<file path="src/rtl/adc_scan_pkg.sv">
package adc_scan_pkg;
  typedef enum logic {
    LN_IDLE = 1'b0,
    LN_CONV = 1'b1
  } lane_st_e;
endpackage

</file>
<file path="src/rtl/adc_slot_resolve.sv">
module adc_slot_resolve #(
  parameter int NUM_SLOTS  = 8,
  parameter int NUM_INPUTS = 8,
  parameter int SEL_W      = 3
) (
  input  logic [NUM_SLOTS*SEL_W-1:0] slot_sel_i,
  input  logic [NUM_INPUTS/2-1:0]    pair_diff_i,
  output logic [NUM_SLOTS-1:0]       slot_diff_o,
  output logic [NUM_SLOTS*SEL_W-1:0] slot_chan_o
);
  for (genvar s = 0; s < NUM_SLOTS; s++) begin : g_slot
    logic [SEL_W-1:0] sel;
    logic             dif;
    assign sel = slot_sel_i[s*SEL_W +: SEL_W];
    assign dif = pair_diff_i[sel >> 1];
    assign slot_diff_o[s] = dif;
    assign slot_chan_o[s*SEL_W +: SEL_W] = dif ? {sel[SEL_W-1:1], 1'b0} : sel;
  end
endmodule

</file>
<file path="src/rtl/adc_scan_lane.sv">
module adc_scan_lane
  import adc_scan_pkg::*;
#(
  parameter int NUM_SLOTS = 8,
  parameter int SEL_W     = 3,
  parameter int RES_W     = 12,
  localparam int IDX_W    = $clog2(NUM_SLOTS)
) (
  input  logic                       clk,
  input  logic                       rst_n,
  input  logic                       go_i,
  input  logic [IDX_W-1:0]           lo_i,
  input  logic [IDX_W-1:0]           hi_i,
  input  logic [NUM_SLOTS-1:0]       slot_dis_i,
  input  logic [NUM_SLOTS-1:0]       slot_diff_i,
  input  logic [NUM_SLOTS*SEL_W-1:0] slot_chan_i,
  input  logic                       cv_done_i,
  input  logic [RES_W-1:0]           cv_data_i,
  output logic                       cv_req_o,
  output logic [SEL_W-1:0]           cv_chan_o,
  output logic                       cv_diff_o,
  output logic                       wr_o,
  output logic [IDX_W-1:0]           wr_idx_o,
  output logic [RES_W-1:0]           wr_data_o,
  output logic                       wr_diff_o,
  output logic                       eos_o,
  output logic                       busy_o
);
  lane_st_e         st_q, st_d;
  logic [IDX_W-1:0] cur_q, cur_d;
  logic             cur_en;
  logic             eos_q, eos_d;

  // search for the lowest enabled slot in [from, hi]
  function automatic logic [IDX_W:0] pick(input int from, input int hi,
                                          input logic [NUM_SLOTS-1:0] dis);
    logic [IDX_W:0] r;
    r = '0;
    for (int i = NUM_SLOTS - 1; i >= 0; i--) begin
      if (i >= from && i <= hi && !dis[i]) r = {1'b1, IDX_W'(i)};
    end
    return r;
  endfunction

  logic [IDX_W:0] first_hit, next_hit;
  assign first_hit = pick(int'(lo_i), int'(hi_i), slot_dis_i);
  assign next_hit  = pick(int'(cur_q) + 1, int'(hi_i), slot_dis_i);

  always_comb begin
    st_d   = st_q;
    cur_d  = cur_q;
    cur_en = 1'b0;
    eos_d  = 1'b0;
    case (st_q)
      LN_IDLE: if (go_i) begin
        if (first_hit[IDX_W]) begin
          st_d   = LN_CONV;
          cur_d  = first_hit[IDX_W-1:0];
          cur_en = 1'b1;
        end else begin
          eos_d = 1'b1;
        end
      end
      LN_CONV: if (cv_done_i) begin
        if (next_hit[IDX_W]) begin
          cur_d  = next_hit[IDX_W-1:0];
          cur_en = 1'b1;
        end else begin
          st_d  = LN_IDLE;
          eos_d = 1'b1;
        end
      end
      default: st_d = LN_IDLE;
    endcase
  end

  always_ff @(posedge clk or negedge rst_n) begin
    if (!rst_n) begin
      st_q  <= LN_IDLE;
      cur_q <= '0;
      eos_q <= 1'b0;
    end else begin
      st_q  <= st_d;
      eos_q <= eos_d;
      if (cur_en) cur_q <= cur_d;
    end
  end

  assign busy_o    = (st_q == LN_CONV);
  assign cv_req_o  = busy_o;
  assign cv_chan_o = slot_chan_i[cur_q*SEL_W +: SEL_W];
  assign cv_diff_o = slot_diff_i[cur_q];
  assign wr_o      = busy_o && cv_done_i;
  assign wr_idx_o  = cur_q;
  assign wr_data_o = cv_data_i;
  assign wr_diff_o = slot_diff_i[cur_q];
  assign eos_o     = eos_q;

  a_r3_skip_disabled: assert property (@(posedge clk) disable iff (!rst_n)
    (st_q == LN_CONV) |-> !slot_dis_i[cur_q]);
  a_r5_ascending: assert property (@(posedge clk) disable iff (!rst_n)
    (st_q == LN_CONV && cv_done_i) |=> (st_q == LN_IDLE || cur_q > $past(cur_q)));
  a_r6_in_range: assert property (@(posedge clk) disable iff (!rst_n)
    (st_q == LN_CONV) |-> (cur_q >= lo_i && cur_q <= hi_i));
  a_r9_hold_slot: assert property (@(posedge clk) disable iff (!rst_n)
    (st_q == LN_CONV && !cv_done_i) |=> (st_q == LN_CONV && $stable(cur_q)));
endmodule

</file>
<file path="src/rtl/adc_result_bank.sv">
module adc_result_bank #(
  parameter int NUM_SLOTS = 8,
  parameter int RES_W     = 12,
  localparam int IDX_W    = $clog2(NUM_SLOTS)
) (
  input  logic                       clk,
  input  logic                       rst_n,
  input  logic                       wa_i,
  input  logic [IDX_W-1:0]           wa_idx_i,
  input  logic [RES_W-1:0]           wa_data_i,
  input  logic                       wa_diff_i,
  input  logic                       wb_i,
  input  logic [IDX_W-1:0]           wb_idx_i,
  input  logic [RES_W-1:0]           wb_data_i,
  input  logic                       wb_diff_i,
  output logic [NUM_SLOTS*RES_W-1:0] res_data_o,
  output logic [NUM_SLOTS-1:0]       res_diff_o
);
  for (genvar s = 0; s < NUM_SLOTS; s++) begin : g_word
    logic             hit_a, hit_b, en;
    logic [RES_W-1:0] data_q, data_d;
    logic             diff_q, diff_d;
    assign hit_a  = wa_i && (wa_idx_i == IDX_W'(s));
    assign hit_b  = wb_i && (wb_idx_i == IDX_W'(s));
    assign en     = hit_a || hit_b;
    assign data_d = hit_a ? wa_data_i : wb_data_i;
    assign diff_d = hit_a ? wa_diff_i : wb_diff_i;
    always_ff @(posedge clk or negedge rst_n) begin
      if (!rst_n) begin
        data_q <= '0;
        diff_q <= 1'b0;
      end else if (en) begin
        data_q <= data_d;
        diff_q <= diff_d;
      end
    end
    assign res_data_o[s*RES_W +: RES_W] = data_q;
    assign res_diff_o[s] = diff_q;
  end

  a_r11_single_writer: assert property (@(posedge clk) disable iff (!rst_n)
    !(wa_i && wb_i && wa_idx_i == wb_idx_i));
endmodule

</file>
<file path="src/rtl/adc_scan_ctrl.sv">
module adc_scan_ctrl #(
  parameter int NUM_SLOTS  = 8,
  parameter int NUM_INPUTS = 8,
  parameter int SEL_W      = 3,
  parameter int RES_W      = 12
) (
  input  logic                       clk,
  input  logic                       rst_n,
  input  logic [NUM_SLOTS*SEL_W-1:0] slot_sel_i,
  input  logic [NUM_SLOTS-1:0]       slot_dis_i,
  input  logic [NUM_INPUTS/2-1:0]    pair_diff_i,
  input  logic                       par_mode_i,
  input  logic                       sync_en_i,
  input  logic                       start_i,
  input  logic                       sync_i,
  output logic                       cva_req_o,
  output logic [SEL_W-1:0]           cva_chan_o,
  output logic                       cva_diff_o,
  input  logic                       cva_done_i,
  input  logic [RES_W-1:0]           cva_data_i,
  output logic                       cvb_req_o,
  output logic [SEL_W-1:0]           cvb_chan_o,
  output logic                       cvb_diff_o,
  input  logic                       cvb_done_i,
  input  logic [RES_W-1:0]           cvb_data_i,
  output logic                       busy_o,
  output logic                       eos_a_o,
  output logic                       eos_b_o,
  output logic [NUM_SLOTS*RES_W-1:0] res_data_o,
  output logic [NUM_SLOTS-1:0]       res_diff_o
);
  localparam int IDX_W  = $clog2(NUM_SLOTS);
  localparam int NLANES = 2;
  localparam logic [IDX_W-1:0] HALF_LO = IDX_W'(NUM_SLOTS / 2);
  localparam logic [IDX_W-1:0] HALF_HI = IDX_W'(NUM_SLOTS / 2 - 1);
  localparam logic [IDX_W-1:0] TOP_HI  = IDX_W'(NUM_SLOTS - 1);

  logic start_q;
  logic go;
  logic [NUM_SLOTS-1:0]       slot_diff;
  logic [NUM_SLOTS*SEL_W-1:0] slot_chan;

  logic             ln_go   [NLANES];
  logic [IDX_W-1:0] ln_lo   [NLANES];
  logic [IDX_W-1:0] ln_hi   [NLANES];
  logic             ln_done [NLANES];
  logic [RES_W-1:0] ln_din  [NLANES];
  logic             ln_req  [NLANES];
  logic [SEL_W-1:0] ln_chan [NLANES];
  logic             ln_dif  [NLANES];
  logic             ln_wr   [NLANES];
  logic [IDX_W-1:0] ln_widx [NLANES];
  logic [RES_W-1:0] ln_wdat [NLANES];
  logic             ln_wdif [NLANES];
  logic             ln_eos  [NLANES];
  logic             ln_busy [NLANES];

  // start flag clears itself one cycle after the strobe
  always_ff @(posedge clk or negedge rst_n) begin
    if (!rst_n) start_q <= 1'b0;
    else        start_q <= start_i;
  end

  assign busy_o = ln_busy[0] || ln_busy[1];
  assign go     = (start_q || (sync_en_i && sync_i)) && !busy_o;

  assign ln_go[0]   = go;
  assign ln_lo[0]   = '0;
  assign ln_hi[0]   = par_mode_i ? HALF_HI : TOP_HI;
  assign ln_done[0] = cva_done_i;
  assign ln_din[0]  = cva_data_i;
  assign ln_go[1]   = go && par_mode_i;
  assign ln_lo[1]   = HALF_LO;
  assign ln_hi[1]   = TOP_HI;
  assign ln_done[1] = cvb_done_i;
  assign ln_din[1]  = cvb_data_i;

  adc_slot_resolve #(
    .NUM_SLOTS(NUM_SLOTS), .NUM_INPUTS(NUM_INPUTS), .SEL_W(SEL_W)
  ) u_resolve (
    .slot_sel_i (slot_sel_i),
    .pair_diff_i(pair_diff_i),
    .slot_diff_o(slot_diff),
    .slot_chan_o(slot_chan)
  );

  for (genvar l = 0; l < NLANES; l++) begin : g_lane
    adc_scan_lane #(
      .NUM_SLOTS(NUM_SLOTS), .SEL_W(SEL_W), .RES_W(RES_W)
    ) u_lane (
      .clk        (clk),
      .rst_n      (rst_n),
      .go_i       (ln_go[l]),
      .lo_i       (ln_lo[l]),
      .hi_i       (ln_hi[l]),
      .slot_dis_i (slot_dis_i),
      .slot_diff_i(slot_diff),
      .slot_chan_i(slot_chan),
      .cv_done_i  (ln_done[l]),
      .cv_data_i  (ln_din[l]),
      .cv_req_o   (ln_req[l]),
      .cv_chan_o  (ln_chan[l]),
      .cv_diff_o  (ln_dif[l]),
      .wr_o       (ln_wr[l]),
      .wr_idx_o   (ln_widx[l]),
      .wr_data_o  (ln_wdat[l]),
      .wr_diff_o  (ln_wdif[l]),
      .eos_o      (ln_eos[l]),
      .busy_o     (ln_busy[l])
    );
  end

  assign cva_req_o  = ln_req[0];
  assign cva_chan_o = ln_chan[0];
  assign cva_diff_o = ln_dif[0];
  assign cvb_req_o  = ln_req[1];
  assign cvb_chan_o = ln_chan[1];
  assign cvb_diff_o = ln_dif[1];
  assign eos_a_o    = ln_eos[0];
  assign eos_b_o    = ln_eos[1];

  adc_result_bank #(.NUM_SLOTS(NUM_SLOTS), .RES_W(RES_W)) u_bank (
    .clk       (clk),
    .rst_n     (rst_n),
    .wa_i      (ln_wr[0]),
    .wa_idx_i  (ln_widx[0]),
    .wa_data_i (ln_wdat[0]),
    .wa_diff_i (ln_wdif[0]),
    .wb_i      (ln_wr[1]),
    .wb_idx_i  (ln_widx[1]),
    .wb_data_i (ln_wdat[1]),
    .wb_diff_i (ln_wdif[1]),
    .res_data_o(res_data_o),
    .res_diff_o(res_diff_o)
  );

  a_r5_no_eos_b_seq: assert property (@(posedge clk) disable iff (!rst_n)
    (!par_mode_i && !$past(par_mode_i)) |-> !eos_b_o);
  a_r8_sync_gated: assert property (@(posedge clk) disable iff (!rst_n)
    (!busy_o && !start_q && !(sync_en_i && sync_i)) |=> !busy_o);
endmodule

</file>
<file path="config.mk">
export PLATFORM = sky130hd
export DESIGN_NAME = adc_scan_ctrl
export DESIGN_NICKNAME = d
export VERILOG_FILES = /design/src/rtl/adc_scan_pkg.sv /design/src/rtl/adc_slot_resolve.sv /design/src/rtl/adc_scan_lane.sv /design/src/rtl/adc_result_bank.sv /design/src/rtl/adc_scan_ctrl.sv
export SDC_FILE = /design/constraint.sdc
export NUM_CORES = 1
export LEC_CHECK = 0
export BUFFER_PORTS_ARGS = -buffer_cell sky130_fd_sc_hd__buf_4
export CORE_MARGIN = 8
export CORE_UTILIZATION = 30
export CTS_CLUSTER_DIAMETER = 150
export DETAILED_ROUTE_END_ITERATION = 6
export SLEW_MARGIN = 40
export SYNTH_ARGS = -nofsm -noshare
export SYNTH_HDL_FRONTEND = slang
export SYNTH_SLANG_ARGS = --single-unit
export TNS_END_PERCENT = 10
</file>
<file path="constraint.sdc">
create_clock -name clk -period 4.3 [get_ports clk]
set_input_delay 0.86 -clock clk [delete_from_list [all_inputs] [get_ports clk]]
set_output_delay 0.86 -clock clk [all_outputs]
set_load 0.005 [all_outputs]
</file>
# After elaboration in Yosys (flattened, before gate mapping)
# Cells that the tools add are included.
[classes]
add_sub_neg = 2
multipliers = 2
order_cmp = 33
eq_ne = 22
shifts = 2
muxes = 107
bitwise = 2
n_reduce_logical = 74
[op_table]
columns = ["cell", "n"]
rows = [
  [">= comparator 4 x 32 -> 1 bit (first input constant)", 8],
  [">= comparator 3 x 32 -> 1 bit (first input constant)", 4],
  ["two-way mux 4 bit", 28],
  ["two-way mux 12 bit", 8],
  [">= comparator 1 x 32 -> 1 bit (first input constant)", 2],
  [">= comparator 2 x 32 -> 1 bit (first input constant)", 2],
  ["logical AND 1 bit", 51],
  ["variable part select 24 x 6 -> 3 bit", 2],
  ["two-way mux 1 bit", 44],
  ["two-way mux 3 bit", 9],
  ["equality test 3 bit (second input constant)", 8],
  ["< comparator 2 x 3 -> 1 bit (second input constant)", 8],
  ["binary-select mux 1 bit (select 2 bit)", 8],
  ["equality test 3 x 2 -> 1 bit (second input constant)", 4],
  ["less-or-equal comparator 3 bit (first input constant)", 4],
  ["one-hot mux 1 bit (2 select lines)", 6],
  ["one-hot mux 3 bit (2 select lines)", 2],
  ["logical OR 1 bit", 10],
  ["multiplier 3 x 2 -> 5 bit (second input constant)", 2],
  ["inequality test 2 bit (second input constant)", 5],
  ["AND reduction 5 bit", 2],
  ["zero test 1 bit", 9],
  ["adder 3 x 1 -> 4 bit (second input constant)", 2],
  ["< comparator 3 x 4 -> 1 bit (second input constant)", 2],
  ["7 further kinds", 14],
]
[word_totals]
regBits = 115
input_bits = 68
output_inout_bits = 117
wordCells = 267

# Depth between registers and ports, before layout
# Gate-level depths: netlist of run 1.
[logic_depth]
word_depth = 16
ltp_mapped = 10
depth_no_buf = 8

# Hierarchy
# A second synthesis of run 1 with hierarchy kept.
[hier_totals]
hier_cells = 803
area_unflattened_um2 = 7835.0
[modules_own_cells]
columns = ["module", "instances", "cells_each", "area_each_um2", "seq_area_each_um2"]
rows = [
  ["adc_result_bank", 1, 504, 5154.9, 2602.5],
  ["adc_scan_lane at g_lane[1].u_lane", 1, 120, 1119.8, 125.1],
  ["adc_scan_lane at g_lane[0].u_lane", 1, 123, 1056.0, 125.1],
  ["adc_slot_resolve", 1, 48, 440.4, 0.0],
  ["adc_scan_ctrl", 1, 8, 63.8, 25.0],
]

# Worst setup path before layout of run 1
# OpenSTA, ideal clock, no wires.
[synth_path]
path_type = "in2out"
from = "in slot_sel_i[10]"
to = "out cva_chan_o[0]"
arrival_time_ns = 2.201
required_ns = 3.440
setup_slack_ns = 1.239
cell_stages = 4
path_buffers = 0
cell_sequence = "mux4_1 > nand2b_1 > mux4_2 > mux2i_1"
[synth_via]
elab_chain_cells = 4
[synth_lines]
columns = ["element", "line_no", "rtl"]
rows = [
  ["from (decl)", "adc_scan_ctrl.sv:9", "input logic [NUM_SLOTS*SEL_W-1:0] slot_sel_i,"],
  ["binary-select mux 1 bit (select 2 bit)", "adc_slot_resolve.sv:15", "assign dif = pair_diff_i[sel >> 1];"],
  ["two-way mux 1 bit (implied by the code)", "adc_slot_resolve.sv:15", ""],
  ["two-way mux 1 bit", "adc_slot_resolve.sv:17", "assign slot_chan_o[s*SEL_W +: SEL_W] = dif ? {sel[SEL_W-1:1], 1'b0} : sel;"],
  ["variable part select 24 x 6 -> 3 bit (*)", "adc_scan_lane.sv:91", "assign cv_chan_o = slot_chan_i[cur_q*SEL_W +: SEL_W];"],
  ["to (decl)", "adc_scan_ctrl.sv:17", "output logic [SEL_W-1:0] cva_chan_o,"],
]
# Every way passes the cells marked *; elsewhere a longest branch is shown, timed or not. The select of a mux whose other input is x is not followed.

# Worst setup path after layout of run 1
[layout_path]
from = "in slot_sel_i[4]"
to = "out cvb_chan_o[0]"
[layout_via]
elab_chain_cells = 4
[layout_lines]
columns = ["element", "line_no", "rtl"]
rows = [
  ["binary-select mux 1 bit (select 2 bit)", "adc_slot_resolve.sv:15", ""],
  ["two-way mux 1 bit (implied by the code)", "adc_slot_resolve.sv:15", ""],
  ["two-way mux 1 bit", "adc_slot_resolve.sv:17", ""],
  ["variable part select 24 x 6 -> 3 bit (*)", "adc_scan_lane.sv:91", ""],
  ["to (decl)", "adc_scan_ctrl.sv:22", "output logic [SEL_W-1:0] cvb_chan_o,"],
]
# Marks and branches as above.

==> results of run 1 <==
## worst max-delay path, stage by stage
cell and delay, ns:
buf_4 0.09, mux4_1 0.62, nand2b_1 0.20, mux4_2 0.45, mux2i_1 0.19, buf_4 0.14
## state kept, by name, indices dropped and copies added, names as in the netlist
signal / flops
u_bank.g_word.data_q: 96
u_bank.g_word.diff_q: 8
g_lane.u_lane.wr_idx_o: 6
g_lane.u_lane.busy_o: 2
g_lane.u_lane.eos_o: 2
start_q: 1
## worst min-delay path by stage
stage | to | slack, ns | cells after the start
5_1_grt | u_bank.g_word[4].data_q[5]$_DFFE_PN0P_ | 0.50 | 1
6_report | u_bank.g_word[4].data_q[5]$_DFFE_PN0P_ | 0.45 | 1
3_3_place_gp | u_bank.g_word[1].data_q[7]$_DFFE_PN0P_ | 0.51 | 2
4_1_cts | u_bank.g_word[4].data_q[5]$_DFFE_PN0P_ | 0.47 | 1
3_5_place_dp | u_bank.g_word[1].data_q[6]$_DFFE_PN0P_ | 0.52 | 2
2_1_floorplan | u_bank.g_word[0].diff_q$_DFFE_PN0P_ | 0.52 | 2
## power by group
part | switching [mW] | leakage (nW) | internal, mW
Combinational | 1.36 | 2.98 | 1.52
Clock | 0.501 | 0.310 | 1.01
Sequential | 0.437 | 1.36 | 1.61
## Yosys cell counts (all sizes together), types with 4 or more instances
| library cell | n | area share [%] |
|---|---|---|
| nor2b | 10 | 0.89 |
| dfrtp | 115 | 41 |
| nand2b | 10 | 0.93 |
| mux2 | 6 | 0.96 |
| and3 | 4 | 0.36 |
| ha | 14 | 2.5 |
| nor2 | 88 | 4.7 |
| mux2i | 108 | 15 |
| mux4 | 21 | 7.0 |
| a21oi | 83 | 5.9 |
| a31oi | 4 | 0.36 |
| nand2 | 59 | 3.3 |
| nand3 | 11 | 1.0 |
| inv | 14 | 0.75 |
| o21ai | 42 | 3.2 |
| buf | 26 | 2.9 |
| and2 | 4 | 0.39 |
| clkbuf | 44 | 3.2 |
## layer usage
layer	up-vias	GRT usage (%)
li1	2763	-
met1	2748	19.5
met3	14	4.29
met5	-	0
met4	0	3.73
met2	168	27.2
## per-stage QoR
stage	area (µm²)	setup slack (ns)	utilization (%)	std cells
detailed placement	8440	0.846	36.4	1146
global placement	8430	0.885	36.3	1146
floorplan	7000	1.24	-	704
global route	9080	0.814	39.1	1177
finish	9080	0.884	39.1	1177
CTS	9070	0.846	39.1	1177
## cell families after synthesis
logic type | after synthesis | share of synthesized area [%]
buffers and inverters | 85 | 6.90
DFF | 115 | 41.1
adders and majority gates | 14 | 2.50
AOI/OAI and AO/OA | 160 | 13.7
muxes | 135 | 23.4
and+or+nand+nor | 195 | 12.4
## area by class of cell
cell class	instances	area share (%)
Timing Repair Buffer	193	16.0
Sequential cell	115	31.7
Tap cell	319	4.40
Multi-Input combinational cell	504	40.4
Clock buffer	22	5.22
Inverter	15	0.620
Clock inverter	9	1.68
==> flow_summary.json, run 1 <==
{
  "synth_top_flop_cell": "dfrtp_1",
  "cts_resized": 0,
  "final_common_cell": "buf_4",
  "ys_ff_latch": 115,
  "crit_path_max_fanout": 4,
  "synthDistinctLibCells": 57,
  "synth_edf_count": 0,
  "worstSetupPathType": "in2out",
  "die_w_um": 169,
  "vias": 5693,
  "fin_tns_setup_ns": 0,
  "clk_pin_slew_ns": 0.06,
  "required_ns": 3.44,
  "fillers": 2335,
  "gp_congestion": 0.862,
  "syn2layout_area_growth_pct": 29.6,
  "wl_met2_mm": 11.3,
  "cts_tree": "built",
  "wirelength_mm": 22.5,
  "pin_count": 185,
  "status": "completed",
  "drtAntennaViolNets": 0,
  "drtIter0Drc": 391,
  "layout_common_cells": "buf_4, dfrtp_1, mux2i_1, nor2_1, a21oi_1",
  "hold_path.class": "in2async",
  "top_layer_used": "met4",
  "die-area_um2": 28500,
  "reg2reg_from": "g_lane[1].u_lane.wr_idx_o[2]$_DFFE_PN0P_",
  "numCtsBuffers": 17,
  "cts_post_setup_buffers_inserted": 0,
  "grt_max_degree": 67,
  "cp.arrival_ns": 2.56,
  "ctsLongestPathBuffers": 2,
  "clock_sinks": 115,
  "grt_first_pass_wirelength_mm": 35.2,
  "ir_drop_uv": 254,
  "cap_violations": 0,
  "p_total_mw": 6.45,
  "viasPerCell": 4.84,
  "timing.slew.headroom_pct": 48.5,
  "post-route-drc-count": 0,
  "fin_worst_skew_ns": 0.00915,
  "ys_warn_count": 0,
  "coreArea_um2": 23200,
  "grt.total_usage_pct": 15.8,
  "antenna_cells": 0,
  "dp_hpwl_mm": 17.0,
  "slew_violations": 0,
  "syn_area_per_cell_um2": 9.95,
  "cts_root_buffer": "clkbuf_16",
  "startpoint_type": "input pin",
  "critPathLaunch": "slot_sel_i[4]",
  "p_leak_nw": 4.65,
  "synth.cell_area_um2": 7000,
  "nets": 928,
  "finalCriticalPeriod_ns": 3.42,
  "post_drt_wl_per_cell_um": 19.2,
  "grt_overflow_total": 0,
  "finalCritPeriodShare_pct": 79.4,
  "wl_met1_mm": 9.59,
  "dieHeight_um": 169,
  "r2r.worst_path.cells": 8,
  "finalSetupViolations": 0,
  "multiInputGateArea_um2": 3670,
  "synth-async-reset-ratio_pct": 100,
  "worst_setup_path_end_kind": "output port",
  "rows": 56,
  "route.met3.wl_mm": 1.41,
  "ys_seq_area_share_pct": 41.1,
  "cts-htree-levels": 4,
  "clk_latency_ns": 0.41,
  "rsz0062_at_grt": "false",
  "hold_violations": 0,
  "initial_core_util_pct": 30.2,
  "antenna_found_initial": 0,
  "crit_path_end": "cvb_chan_o[0]",
  "powerDensity_nw_per_um2": 710,
  "syn_nets": 786,
  "r2r_slack_ns": 1.19,
  "reg2reg_to": "g_lane[1].u_lane.wr_idx_o[1]$_DFFE_PN0P_",
  "grt_pass1_vias": 5921,
  "hold_buffers": 0,
  "netlist_instances": 704,
  "drive_above_1_share_pct": 30.9,
  "portBuffers": 184,
  "register_area_um2": 2880,
  "timing.fmax_ghz": 0.293,
  "tightest_slew_ns": 0.770,
  "hold_ws_ns": 0.451,
  "first_pass_iters": 5
}
(Power assumes the default switching activity.)
==> run 2, diff against run 1 <==
Settings changed: ABC_AREA set to 1.
Clock period 4.3 ns to 3 ns, I/O delays scaled along.
==> run 2 against run 1 <==
  * Register-to-register slack lost 0.61 ns
  * Critical path type is now reg2out
  * Final area is essentially flat
  * Clock power grew 48%
  * Clock-buffer cell count shrank 2
  * Cell count grew 14%
  * Largest cell class unchanged
  * Largest power group unchanged
  * Critical endpoint is now cva_diff_o
  * Sequential power grew 38%
==> flow_summary.json, run 2 <==
{
  "synth_top_flop_cell": "dfrtp_1",
  "drtIter0Drc": 534,
  "initial_core_util_pct": 30.4,
  "drtAntennaViolNets": 0,
  "die_w_um": 167,
  "hold_violations": 0,
  "regMostFlops": "u_bank.g_word.data_q",
  "hold_path.class": "in2async",
  "pin_count": 185,
  "antenna_found_initial": 0,
  "worst_setup_path_end_kind": "output port",
  "ys_warn_count": 0,
  "die-area_um2": 28000,
  "viasPerCell": 5.14,
  "gp_congestion": 0.900,
  "critPathLaunch": "g_lane[0].u_lane.wr_idx_o[1]$_DFFE_PN0P_",
  "reg2reg_from": "g_lane[0].u_lane.wr_idx_o[1]$_DFFE_PN0P_",
  "clk_latency_ns": 0.42,
  "timing.fmax_ghz": 0.358,
  "drive_above_1_share_pct": 26.8,
  "grt.total_usage_pct": 18.4,
  "final_common_cell": "nand2_1",
  "grt_max_degree": 60,
  "layout_common_cells": "nand2_1, buf_4, dfrtp_1, inv_1, nand3_1",
  "synth_commonest_cells": "nand2_1, dfrtp_1, inv_1, nand3_1, nor2_1",
  "syn2layout_area_growth_pct": 32.2,
  "cap_violations": 0,
  "tightest_slew_ns": 0.646,
  "cts_tree": "built",
  "yosysMostFrequentCell": "nand2_1",
  "ys_ff_latch": 115,
  "grt_overflow_total": 0,
  "grt_first_pass_wirelength_mm": 40.6,
  "worstSetupPathType": "reg2out",
  "wirelength_mm": 26.1,
  "rsz0062_at_grt": "false",
  "synthDistinctLibCells": 41,
  "portBuffers": 184,
  "fin_worst_skew_ns": 0.00981,
  "cts_root_buffer": "clkbuf_16",
  "synth.cell_area_um2": 6870,
  "post-route-drc-count": 0,
  "largest_reg_flops": 96,
  "syn_nets": 955,
  "clock_sinks": 115,
  "fin_tns_setup_ns": 0,
  "finalSetupViolations": 0,
  "p_leak_nw": 4.62,
  "cp.arrival_ns": 2.20,
  "coreArea_um2": 22600,
  "nets": 1125,
  "rows": 55,
  "numCtsBuffers": 17,
  "grt_pass1_vias": 6798,
  "vias": 6890,
  "synth_edf_count": 0,
  "ys_seq_area_share_pct": 41.9,
  "slew_violations": 0,
  "ctsLongestPathBuffers": 2,
  "netlist_instances": 873,
  "p_total_mw": 9.75,
  "synth-async-reset-ratio_pct": 100,
  "first_pass_iters": 5,
  "required_ns": 2.40,
  "clk_pin_slew_ns": 0.06,
  "synth.area.top_cells": "dfrtp_1, nand2_1, o221ai_1",
  "yosysTopAreaCell": "dfrtp_1",
  "dp_hpwl_mm": 19.9,
  "finalCritPeriodShare_pct": 93.2,
  "crit_path_max_fanout": 11,
  "dieHeight_um": 167,
  "startpoint_type": "flip-flop",
  "powerDensity_nw_per_um2": 1070,
  "status": "completed",
  "timing.slew.headroom_pct": 56.5,
  "antenna_cells": 0,
  "ir_drop_uv": 629,
  "syn_area_per_cell_um2": 7.87,
  "cts-htree-levels": 4,
  "finalCriticalPeriod_ns": 2.80,
  "synth_top_area_share_pct": 41.9,
  "post_drt_wl_per_cell_um": 19.4
}
==> run 2: changes by cell type after synthesis, sizes merged, moves of 32 or more <==
cell | before | now
a21oi | 83 | 27
clkbuf | 44 | 6
inv | 14 | 99
mux2i | 108 | 0
nand2 | 59 | 274
nand3 | 11 | 64
nor2 | 88 | 51
o21ai | 42 | 74
o221ai | 2 | 66
==> run 2: area by class of cell <==
cell class	instances	area, µm²
multi-input cells	608	3310
clock buffers	20	467
fillers	2309	13500
clock inverters	11	175
well taps	285	357
inverters	101	382
repair buffers	200	1510
flip-flops and latches	115	2880
==> run 2: timing repair <==
item,4_1_cts,5_1_grt
setup buffers,0,0
endpoints found under the setup margin,0,1
hold endpoints to repair,0,0
hold buffers,0,0
resized for setup,0,1
==> run 2: worst max-delay path, cell delays in order, from the launching register on <==
cell and delay, ns:
dfrtp_1 0.61, nand2_1 0.10, inv_1 0.26, nand3_1 0.11, o21ai_1 0.08, inv_1 0.09
nand3_1 0.18, and2_1 0.21, buf_4 0.13
==> run 2: cells by family (layout without fill, tap and decap cells) <==
group / count (synthesis) / in the layout / share of synthesized area [%]
AND/OR/NAND/NOR: 403 / 403 / 25.1
AO/OA/AOI/OAI: 191 / 191 / 20.4
adder cells (fa/ha/maj): 14 / 14 / 2.55
flip-flops: 115 / 115 / 41.9
buffers and inverters: 150 / 332 / 10.1
==> run 2: report_power, final <==
part	switching [mW]	internal [mW]
clock network	0.782	1.46
registers	0.553	2.27
logic	2.59	2.09
total	3.93	5.82
==> run 2: per-stage QoR <==
stage / setup slack, ns / cells / hold slack [ns] / util (%) / area, µm²
finish: 0.203 / 1340 / 0.152 / 40.2 / 9080
global placement: 0.540 / 1309 / 0.469 / 37.4 / 8430
global route: 0.0191 / 1340 / 0.173 / 40.2 / 9080
CTS: 0.0766 / 1340 / 0.163 / 40.2 / 9080
floorplan: 0.940 / 873 / 0.304 / - / 6870
detailed placement: 0.520 / 1309 / 0.471 / 37.4 / 8440
==> run 2: worst paths after layout <==
check	end	slack (ns)	depth (start not counted)
min	u_bank.g_word[6].data_q[4]$_DFFE_PN0P_	0.15	1
max reg2reg	g_lane[0].u_lane.wr_idx_o[0]$_DFFE_PN0P_	0.58	12
min in group clk	start_q$_DFF_PN0_	0.29	1
min reg2reg	u_bank.g_word[1].diff_q$_DFFE_PN0P_	0.48	2
max in group asynchronous	g_lane[0].u_lane.wr_idx_o[0]$_DFFE_PN0P_	2.12	2
max	cva_diff_o	0.20	8
==> run 2: per-layer routing <==
metal / GRT usage [%] / up-vias / share of wire, %
met5: 0 / - / 0
li1: - / 3276 / -
met3: 5.10 / 29 / 6.3
met4: 3.80 / 0 / 1.2
met1: 23.8 / 3324 / 45
met2: 30.1 / 261 / 48
